File: src/rtl/uart_reg_pkg.sv
package uart_reg_pkg;

  // word indexes on the register bus
  localparam logic [3:0] W_DATA  = 4'd0;
  localparam logic [3:0] W_CTSTA = 4'd1;
  localparam logic [3:0] W_MODE  = 4'd2;
  localparam logic [3:0] W_DIV   = 4'd3;
  localparam logic [3:0] W_FSTAT = 4'd4;
  localparam logic [3:0] W_TXCNT = 4'd5;
  localparam logic [3:0] W_RXCNT = 4'd6;
  localparam logic [3:0] W_SRST  = 4'd8;

  // status bit positions
  localparam int S_PAR  = 0;
  localparam int S_FRM  = 1;
  localparam int S_OVR  = 2;
  localparam int S_BRK  = 3;
  localparam int S_TDONE = 5;
  localparam int S_TEMPTY = 6;
  localparam int S_RAVAIL = 7;

  // mode bit positions
  localparam int M_IRQ_EN = 2;
  localparam int M_RX_EN  = 5;

  localparam logic [7:0] SRST_KEY = 8'h55;

  // status bits that may raise the interrupt
  localparam logic [7:0] IRQ_MASK = 8'hAF;

  function automatic logic irq_level(input logic [7:0] stat, input logic [7:0] mode);
    return mode[M_IRQ_EN] && ((stat & IRQ_MASK) != 8'h00);
  endfunction

  function automatic logic [7:0] fifo_flags(input logic tx_e, input logic tx_f,
                                            input logic rx_e, input logic rx_f);
    return {1'b0, rx_f, 1'b0, rx_e, 1'b0, tx_f, 1'b0, tx_e};
  endfunction

  // count left after one cycle of optional push and pop
  function automatic logic drains_to_zero(input logic one_left, input logic zero_now,
                                          input logic pop_ok, input logic push_ok);
    return !push_ok && (zero_now || (one_left && pop_ok));
  endfunction

endpackage

File: src/rtl/uart_reg_fifo.sv
module uart_reg_fifo #(
  parameter int WIDTH = 8,
  parameter int DEPTH = 16,
  localparam int AW = (DEPTH > 1) ? $clog2(DEPTH) : 1,
  localparam int CW = $clog2(DEPTH + 1)
) (
  input  logic             clk,
  input  logic             rst_n,
  input  logic             flush,
  input  logic             push,
  input  logic [WIDTH-1:0] push_data,
  input  logic             pop,
  output logic [WIDTH-1:0] head,
  output logic [CW-1:0]    count,
  output logic             empty,
  output logic             full,
  output logic             push_ok,
  output logic             pop_ok
);

  logic [WIDTH-1:0] mem [DEPTH];
  logic [AW-1:0] wr_ptr, rd_ptr;

  assign empty   = (count == '0);
  assign full    = (count == CW'(DEPTH));
  assign push_ok = push && !full;
  assign pop_ok  = pop && !empty;
  assign head    = mem[rd_ptr];

  function automatic logic [AW-1:0] bump(input logic [AW-1:0] p);
    return (p == AW'(DEPTH - 1)) ? '0 : p + AW'(1);
  endfunction

  always_ff @(posedge clk) begin
    if (push_ok) mem[wr_ptr] <= push_data;
  end

  always_ff @(posedge clk or negedge rst_n) begin
    if (!rst_n) begin
      wr_ptr <= '0;
      rd_ptr <= '0;
      count  <= '0;
    end else if (flush) begin
      wr_ptr <= '0;
      rd_ptr <= '0;
      count  <= '0;
    end else begin
      if (push_ok) wr_ptr <= bump(wr_ptr);
      if (pop_ok)  rd_ptr <= bump(rd_ptr);
      if (push_ok && !pop_ok)      count <= count + CW'(1);
      else if (pop_ok && !push_ok) count <= count - CW'(1);
    end
  end

endmodule

File: src/rtl/uart_reg_status.sv
module uart_reg_status
  import uart_reg_pkg::*;
(
  input  logic       clk,
  input  logic       rst_n,
  input  logic       clr,
  input  logic       stat_rd,
  input  logic [2:0] err_in,
  input  logic       tx_ovf,
  input  logic       tx_done,
  input  logic       tx_restart,
  input  logic       rx_arrive,
  input  logic       rx_drained,
  output logic [7:0] status_q
);

  logic [7:0] nxt;

  always_comb begin
    nxt = status_q;
    if (stat_rd) begin
      nxt[S_RAVAIL] = 1'b0;
      nxt[S_TDONE]  = 1'b0;
    end
    if (tx_restart) nxt[S_TDONE] = 1'b0;
    if (tx_done)    nxt[S_TDONE] = 1'b1;
    if (rx_arrive)  nxt[S_RAVAIL] = 1'b1;
    if (err_in[0])  nxt[S_PAR] = 1'b1;
    if (err_in[1])  nxt[S_FRM] = 1'b1;
    if (err_in[2])  nxt[S_BRK] = 1'b1;
    if (rx_drained) nxt[S_OVR] = 1'b0;
    if (tx_ovf)     nxt[S_OVR] = 1'b1;
    nxt[S_TEMPTY] = 1'b0;
    nxt[4] = 1'b0;
    if (clr) nxt = '0;
  end

  always_ff @(posedge clk or negedge rst_n) begin
    if (!rst_n) status_q <= '0;
    else        status_q <= nxt;
  end

endmodule

File: src/rtl/uart_reg_ctrl.sv
module uart_reg_ctrl
  import uart_reg_pkg::*;
#(
  parameter int TX_DEPTH = 16,
  parameter int RX_DEPTH = 8,
  localparam int TX_CW = $clog2(TX_DEPTH + 1),
  localparam int RX_CW = $clog2(RX_DEPTH + 1)
) (
  input  logic        clk,
  input  logic        rst_n,
  input  logic        bus_sel,
  input  logic        bus_wr,
  input  logic [3:0]  bus_word,
  input  logic [31:0] bus_wdata,
  output logic [31:0] bus_rdata,
  output logic [7:0]  ser_ctrl,
  output logic [31:0] ser_div,
  output logic        tx_valid,
  output logic [7:0]  tx_byte,
  input  logic        tx_take,
  output logic        tx_abort,
  input  logic        rx_strobe,
  input  logic [7:0]  rx_byte,
  input  logic [2:0]  line_err,
  output logic        irq
);

  logic [7:0]  mode_q, rst_reg_q;
  logic        rx_gate_q;
  logic [7:0]  status_q, status_view;
  logic [TX_CW-1:0] tx_cnt;
  logic [RX_CW-1:0] rx_cnt;
  logic [7:0]  rx_head;
  logic        tx_empty, tx_full, rx_empty, rx_full;
  logic        tx_push_ok, tx_pop_ok, rx_push_ok, rx_pop_ok;

  // named bus events
  logic bus_w, bus_r;
  logic ev_tx_wr, ev_rx_rd, ev_stat_rd, ev_srst, ev_div_zero, ev_mode_wr;
  logic ev_tx_ovf, ev_tx_done, ev_tx_restart, ev_rx_arrive, ev_rx_drained;

  assign bus_w = bus_sel && bus_wr;
  assign bus_r = bus_sel && !bus_wr;

  assign ev_tx_wr    = bus_w && (bus_word == W_DATA);
  assign ev_rx_rd    = bus_r && (bus_word == W_DATA);
  assign ev_stat_rd  = bus_r && (bus_word == W_CTSTA);
  assign ev_mode_wr  = bus_w && (bus_word == W_MODE);
  assign ev_srst     = bus_w && (bus_word == W_SRST) && (bus_wdata[7:0] == SRST_KEY);
  assign ev_div_zero = bus_w && (bus_word == W_DIV) && (bus_wdata == 32'd0);

  assign ev_tx_ovf     = ev_tx_wr && tx_full;
  assign ev_tx_restart = tx_push_ok && tx_empty;
  assign ev_tx_done    = tx_pop_ok &&
                         drains_to_zero(tx_cnt == TX_CW'(1), 1'b0, tx_pop_ok, tx_push_ok);
  assign ev_rx_arrive  = rx_strobe;
  assign ev_rx_drained = ev_rx_rd &&
                         drains_to_zero(rx_cnt == RX_CW'(1), rx_empty, rx_pop_ok, rx_push_ok);

  assign tx_abort = ev_srst;

  uart_reg_fifo #(.WIDTH(8), .DEPTH(TX_DEPTH)) u_txq (
    .clk(clk), .rst_n(rst_n), .flush(ev_srst),
    .push(ev_tx_wr), .push_data(bus_wdata[7:0]),
    .pop(tx_take), .head(tx_byte), .count(tx_cnt),
    .empty(tx_empty), .full(tx_full),
    .push_ok(tx_push_ok), .pop_ok(tx_pop_ok)
  );

  uart_reg_fifo #(.WIDTH(8), .DEPTH(RX_DEPTH)) u_rxq (
    .clk(clk), .rst_n(rst_n), .flush(ev_srst),
    .push(rx_strobe && rx_gate_q), .push_data(rx_byte),
    .pop(ev_rx_rd), .head(rx_head), .count(rx_cnt),
    .empty(rx_empty), .full(rx_full),
    .push_ok(rx_push_ok), .pop_ok(rx_pop_ok)
  );

  uart_reg_status u_stat (
    .clk(clk), .rst_n(rst_n), .clr(ev_srst),
    .stat_rd(ev_stat_rd), .err_in(line_err),
    .tx_ovf(ev_tx_ovf), .tx_done(ev_tx_done), .tx_restart(ev_tx_restart),
    .rx_arrive(ev_rx_arrive), .rx_drained(ev_rx_drained),
    .status_q(status_q)
  );

  assign tx_valid = !tx_empty;

  always_comb begin
    status_view = status_q;
    status_view[S_TEMPTY] = tx_empty;
  end

  // configuration registers
  always_ff @(posedge clk or negedge rst_n) begin
    if (!rst_n) begin
      ser_ctrl  <= '0;
      mode_q    <= '0;
      ser_div   <= '0;
      rst_reg_q <= '0;
      rx_gate_q <= 1'b1;
    end else if (ev_srst) begin
      ser_ctrl  <= '0;
      mode_q    <= '0;
      ser_div   <= '0;
      rst_reg_q <= '0;
      rx_gate_q <= 1'b1;
    end else if (bus_w) begin
      case (bus_word)
        W_CTSTA: ser_ctrl <= bus_wdata[7:0];
        W_MODE: begin
          mode_q <= bus_wdata[7:0];
          if (!bus_wdata[M_RX_EN]) rx_gate_q <= 1'b0;
        end
        W_DIV:  if (!ev_div_zero) ser_div <= bus_wdata;
        W_SRST: rst_reg_q <= bus_wdata[7:0];
        default: ;
      endcase
    end
  end

  always_comb begin
    bus_rdata = '0;
    if (bus_r) begin
      case (bus_word)
        W_DATA:  bus_rdata = rx_empty ? 32'd0 : {24'd0, rx_head};
        W_CTSTA: bus_rdata = {24'd0, status_view};
        W_MODE:  bus_rdata = {24'd0, mode_q};
        W_DIV:   bus_rdata = ser_div;
        W_FSTAT: bus_rdata = {24'd0, fifo_flags(tx_empty, tx_full, rx_empty, rx_full)};
        W_TXCNT: bus_rdata = 32'(tx_cnt);
        W_RXCNT: bus_rdata = 32'(rx_cnt);
        W_SRST:  bus_rdata = {24'd0, rst_reg_q};
        default: bus_rdata = '0;
      endcase
    end
  end

  assign irq = irq_level(status_q, mode_q);

endmodule

File: config.mk
export PLATFORM = sky130hd
export DESIGN_NAME = uart_reg_ctrl
export DESIGN_NICKNAME = d
export VERILOG_FILES = /design/src/rtl/uart_reg_pkg.sv /design/src/rtl/uart_reg_fifo.sv /design/src/rtl/uart_reg_status.sv /design/src/rtl/uart_reg_ctrl.sv
export SDC_FILE = /design/constraint.sdc
export NUM_CORES = 1
export LEC_CHECK = 0
export ABC_CLOCK_PERIOD_IN_PS = 2600
export BUFFER_PORTS_ARGS = -buffer_cell sky130_fd_sc_hd__buf_2
export CAP_MARGIN = 5
export CORE_ASPECT_RATIO = 0.7
export CORE_UTILIZATION = 53
export DETAILED_ROUTE_END_ITERATION = 7
export GPL_ROUTABILITY_DRIVEN = 0
export PLACE_DENSITY = 0.76
export SYNTH_ARGS = -nofsm -noshare
export SYNTH_HDL_FRONTEND = slang
export SYNTH_SLANG_ARGS = --single-unit
File: constraint.sdc
create_clock -name clk -period 2.6 [get_ports clk]
set_clock_uncertainty 0.05 [all_clocks]
set_input_delay 0.13 -clock clk [delete_from_list [all_inputs] [get_ports clk]]
set_output_delay 0.13 -clock clk [all_outputs]
set_load 0.05 [all_outputs]
==> flow_summary.json <==
{
  "end_kind": "output pin",
  "ant_nets": 0,
  "ys_top_cells_by_count": "edfxtp_1 (192), dfrtp_1 (85), nand2_1 (74)",
  "yosysWarnings": 0,
  "synth.area.top_cells": "edfxtp_1 (47%), dfrtp_1 (17%), mux4_2 (5.8%), mux2i_1 (2.3%), nand2_1 (2.3%)",
  "holdCritStartpoint": "bus_wdata[7]",
  "grt_util_met3_pct": 7.79,
  "drive_above_1_share_pct": 29.4,
  "finalHoldViolCount": 0,
  "power_leakage_nw": 6.01,
  "synth_edf_count": 192,
  "ir_drop_uv": 755,
  "ys_ff_latch": 278,
  "synth_fp_nets": 989,
  "cp.depth": 9,
  "fin_nets": 1212,
  "synth_cell_types": 67,
  "row_count": 46,
  "status": "complete, but fails checks",
  "fin_ws_ps": -73.2,
  "holdPathEnd": "u_txq.mem[12][7]$_DFFE_PP_",
  "setup_viol": 8,
  "r2r_end": "u_txq.mem[0][6]$_DFFE_PP_",
  "io_buffers": 135,
  "cts_root_buf": "clkbuf_16",
  "drt-wirelength-per-cell_um": 22.4,
  "cpLargestDelayFamily": "simple AND/OR/NAND/NOR gates",
  "initial_core_util_pct": 54.3,
  "grt_pass1_vias": 8578,
  "crit_chain": "inv_2 -> ha_4 -> nor3b_4 -> nand3b_1 -> nor2_4 -> buf_4 -> a22oi_2 -> a31oi_1 -> buf_4",
  "die_x_um": 184,
  "vias": 8917,
  "post-synth-top-count-cell": "edfxtp_1",
  "postSynthAreaPerCell_um2": 13.4,
  "cts_buffer_depth": 3,
  "grt_overflow": 0,
  "synth_top_area_cell": "edfxtp_1",
  "yosys.area.top_type_share_pct": 46.7,
  "crit_arrival_ps": 2490,
  "min_period_ps": 2670,
  "grt.busiest_layer": "met1",
  "dp_hpwl_mm": 22.3,
  "async_flop_share_pct": 30.9,
  "path_clk_slew_ps": 70,
  "postRouteWirelength_mm": 33.2,
  "fmax_mhz": 374,
  "hold_path_class": "input pin to flop",
  "violations": "negative setup slack",
  "grt_first_pass_wirelength_mm": 50.0,
  "cts_buffers": 28,
  "synth-main-ff-cell": "edfxtp_1",
  "reg2reg_slack_ps": 210,
  "place_area_mm2": 0.0136,
  "hold_depth": 2,
  "critPathRequiredTime_ps": 2420,
  "start_kind": "flop",
  "dpl.cell_count": 1367,
  "timing.max_cap.violations": 0,
  "netlist_instances": 920,
  "antenna_found_initial": 1,
  "critPathMaxStageDelay_ps": 400,
  "stdcell_area_mm2": 0.0152,
  "relSlewSlack_pct": 55.2,
  "first_pass_iters": 6,
  "slew_violations": 0,
  "viasPerCell": 6.03,
  "coreArea_mm2": 0.0227,
  "cp_num_buf_inv": 3,
  "clock_latency_ps": 540,
  "r2r_cells": 6,
  "final_cells": 1478,
  "dieArea_mm2": 0.0239,
  "use_met1_pct": 41.7,
  "crit_slowest_cell": "dfrtp_1",
  "track_usage_pct": 28.2,
  "h-tree-depth": 1,
  "rr_startpoint": "u_txq.count[0]$_DFFE_PN0P_",
  "fin_crit_sh_pct": 103,
  "drtIter0Drc": 936,
  "num_io_pins": 136,
  "power.total_mw": 13.4,
  "dp_slack_ps": 90.5,
  "tritoncts": "built",
  "ys_seq_area_share_pct": 64.2,
  "tightest_slew_ps": 666,
  "drcViolationCount": 0,
  "rsz0062_at_grt": "yes",
  "crit_type": "flop to output pin",
  "worst-path-max-fanout": 7,
  "synth_area_mm2": 0.0123,
  "clock_sinks": 278,
  "grt_start_max_net_pins": 59,
  "powerDensity_mw_per_mm2": 883,
  "area_growth_pct": 23.2,
  "die_h_um": 130,
  "crit_path_frequent_cell": "buf_4",
  "grtUsageMet2_pct": 41.6
}
## per-stage QoR
stage          utilization (%)  TNS [ps]  hold WS (ps)
5_1_grt                   66.9      -760          38.7
2_1_floorplan                -         0          -216
3_3_place_gp              59.8         0           150
6_report                  66.9      -228          16.1
4_1_cts                   65.9     -36.0          2.57
3_5_place_dp              59.8         0           145
## layout make-up
class | count | area, µm²
repair buffers | 248 | 1720
well taps | 312 | 390
inverters | 39 | 146
multi-input cells | 548 | 4150
clock buffers | 36 | 762
flip-flops and latches | 278 | 7920
diodes | 1 | 2.50
clock inverters | 16 | 111
fillers | 1545 | 7530
## registers in the layout, summed over array words and instances (netlist names)
name             flops
mode_q               8
rst_reg_q            8
rx_gate_q            1
ser_ctrl             8
ser_div             32
u_rxq.count          4
u_rxq.mem           64
u_rxq.rd_ptr         3
u_rxq.wr_ptr         3
u_stat.status_q      6
u_txq.count          5
u_txq.mem          128
u_txq.rd_ptr         4
u_txq.wr_ptr         4
## cell families (layout without fill, tap and decap cells)
kind of cell	count (synthesis)	in the layout	share of synthesized area [%]
other	0	1	0
AOI/OAI and AO/OA	177	177	9.07
DFF	278	278	64.2
and+or+nand+nor	276	276	12.0
buffers and inverters	94	339	3.40
xor gates and xnor gates	9	9	0.700
muxes	70	70	9.02
adders and majority gates	16	16	1.62
## layout by cell type (no fill, tap or decap), types with 4 or more instances in the layout
| cell type | count |
|---|---|
| o21ai_0 | 51 |
| nor2b_1 | 8 |
| clkinv_2 | 6 |
| a221oi_2 | 8 |
| buf_2 | 126 |
| nor3_1 | 13 |
| nand2_1 | 73 |
| clkinv_1 | 7 |
| mux4_2 | 32 |
| nand4_1 | 5 |
| dfrtp_1 | 83 |
| a31oi_1 | 8 |
| nand3b_1 | 4 |
| edfxtp_1 | 192 |
| a22oi_1 | 15 |
| o21ai_1 | 21 |
| nand3_1 | 50 |
| a21oi_1 | 32 |
| clkbuf_16 | 30 |
| and2_2 | 5 |
| nor4_1 | 8 |
| xor2_1 | 4 |
| o22ai_1 | 4 |
| mux2i_1 | 28 |
| buf_4 | 72 |
| xnor2_1 | 4 |
| dlygate4sd3_1 | 42 |
| inv_1 | 34 |
| nand2b_1 | 6 |
| clkbuf_1 | 6 |
| ha_1 | 15 |
| and2_1 | 32 |
| a21oi_2 | 5 |
| mux2_2 | 10 |
| a32oi_1 | 8 |
| nor2_1 | 34 |
## power breakdown
| group | internal, mW | leakage (nW) | switching [mW] |
|---|---|---|---|
| logic | 1.57 | 2.78 | 2.65 |
| registers | 5.03 | 2.81 | 0.347 |
| clock network | 2.17 | 0.426 | 1.67 |
| total | 8.76 | 6.01 | 4.66 |
## worst register-to-register path, delay by kind of cell, from the launching register on
kind | cells | cell delay, ps
AND/OR/NAND/NOR | 4 | 1370
flip-flops | 1 | 370
adder cells (fa/ha/maj) | 1 | 220
buffers and inverters | 1 | 60
## how the worst max path moves through the flow
stage,start,to,slack (ps)
2_1_floorplan,u_rxq.count[0]$_DFFE_PN0P_,bus_rdata[1],70
3_3_place_gp,u_txq.count[0]$_DFFE_PN0P_,u_txq.mem[0][1]$_DFFE_PP_,160
3_5_place_dp,u_txq.count[0]$_DFFE_PN0P_,u_txq.mem[0][4]$_DFFE_PP_,90
4_1_cts,u_rxq.count[1]$_DFFE_PN0P_,bus_rdata[6],-20
5_1_grt,u_rxq.count[1]$_DFFE_PN0P_,bus_rdata[6],-140
6_report,u_rxq.count[1]$_DFFE_PN0P_,bus_rdata[1],-70
## what timing repair did
item,CTS,global route
endpoints found under the setup margin,16,72
hold endpoints to repair,166,0
pin swaps,8,11
setup buffers,6,9
gates cloned,0,1
hold buffers,42,0
gates resized for setup,18,36
## layer usage
layer  wire [µm]  part of all wire [%]
met2       14300                    43
met4         738                   2.2
met5           0                     0
met1       14300                    43
met3        3850                    12
No activity file was read; power rests on OpenSTA's default activity.
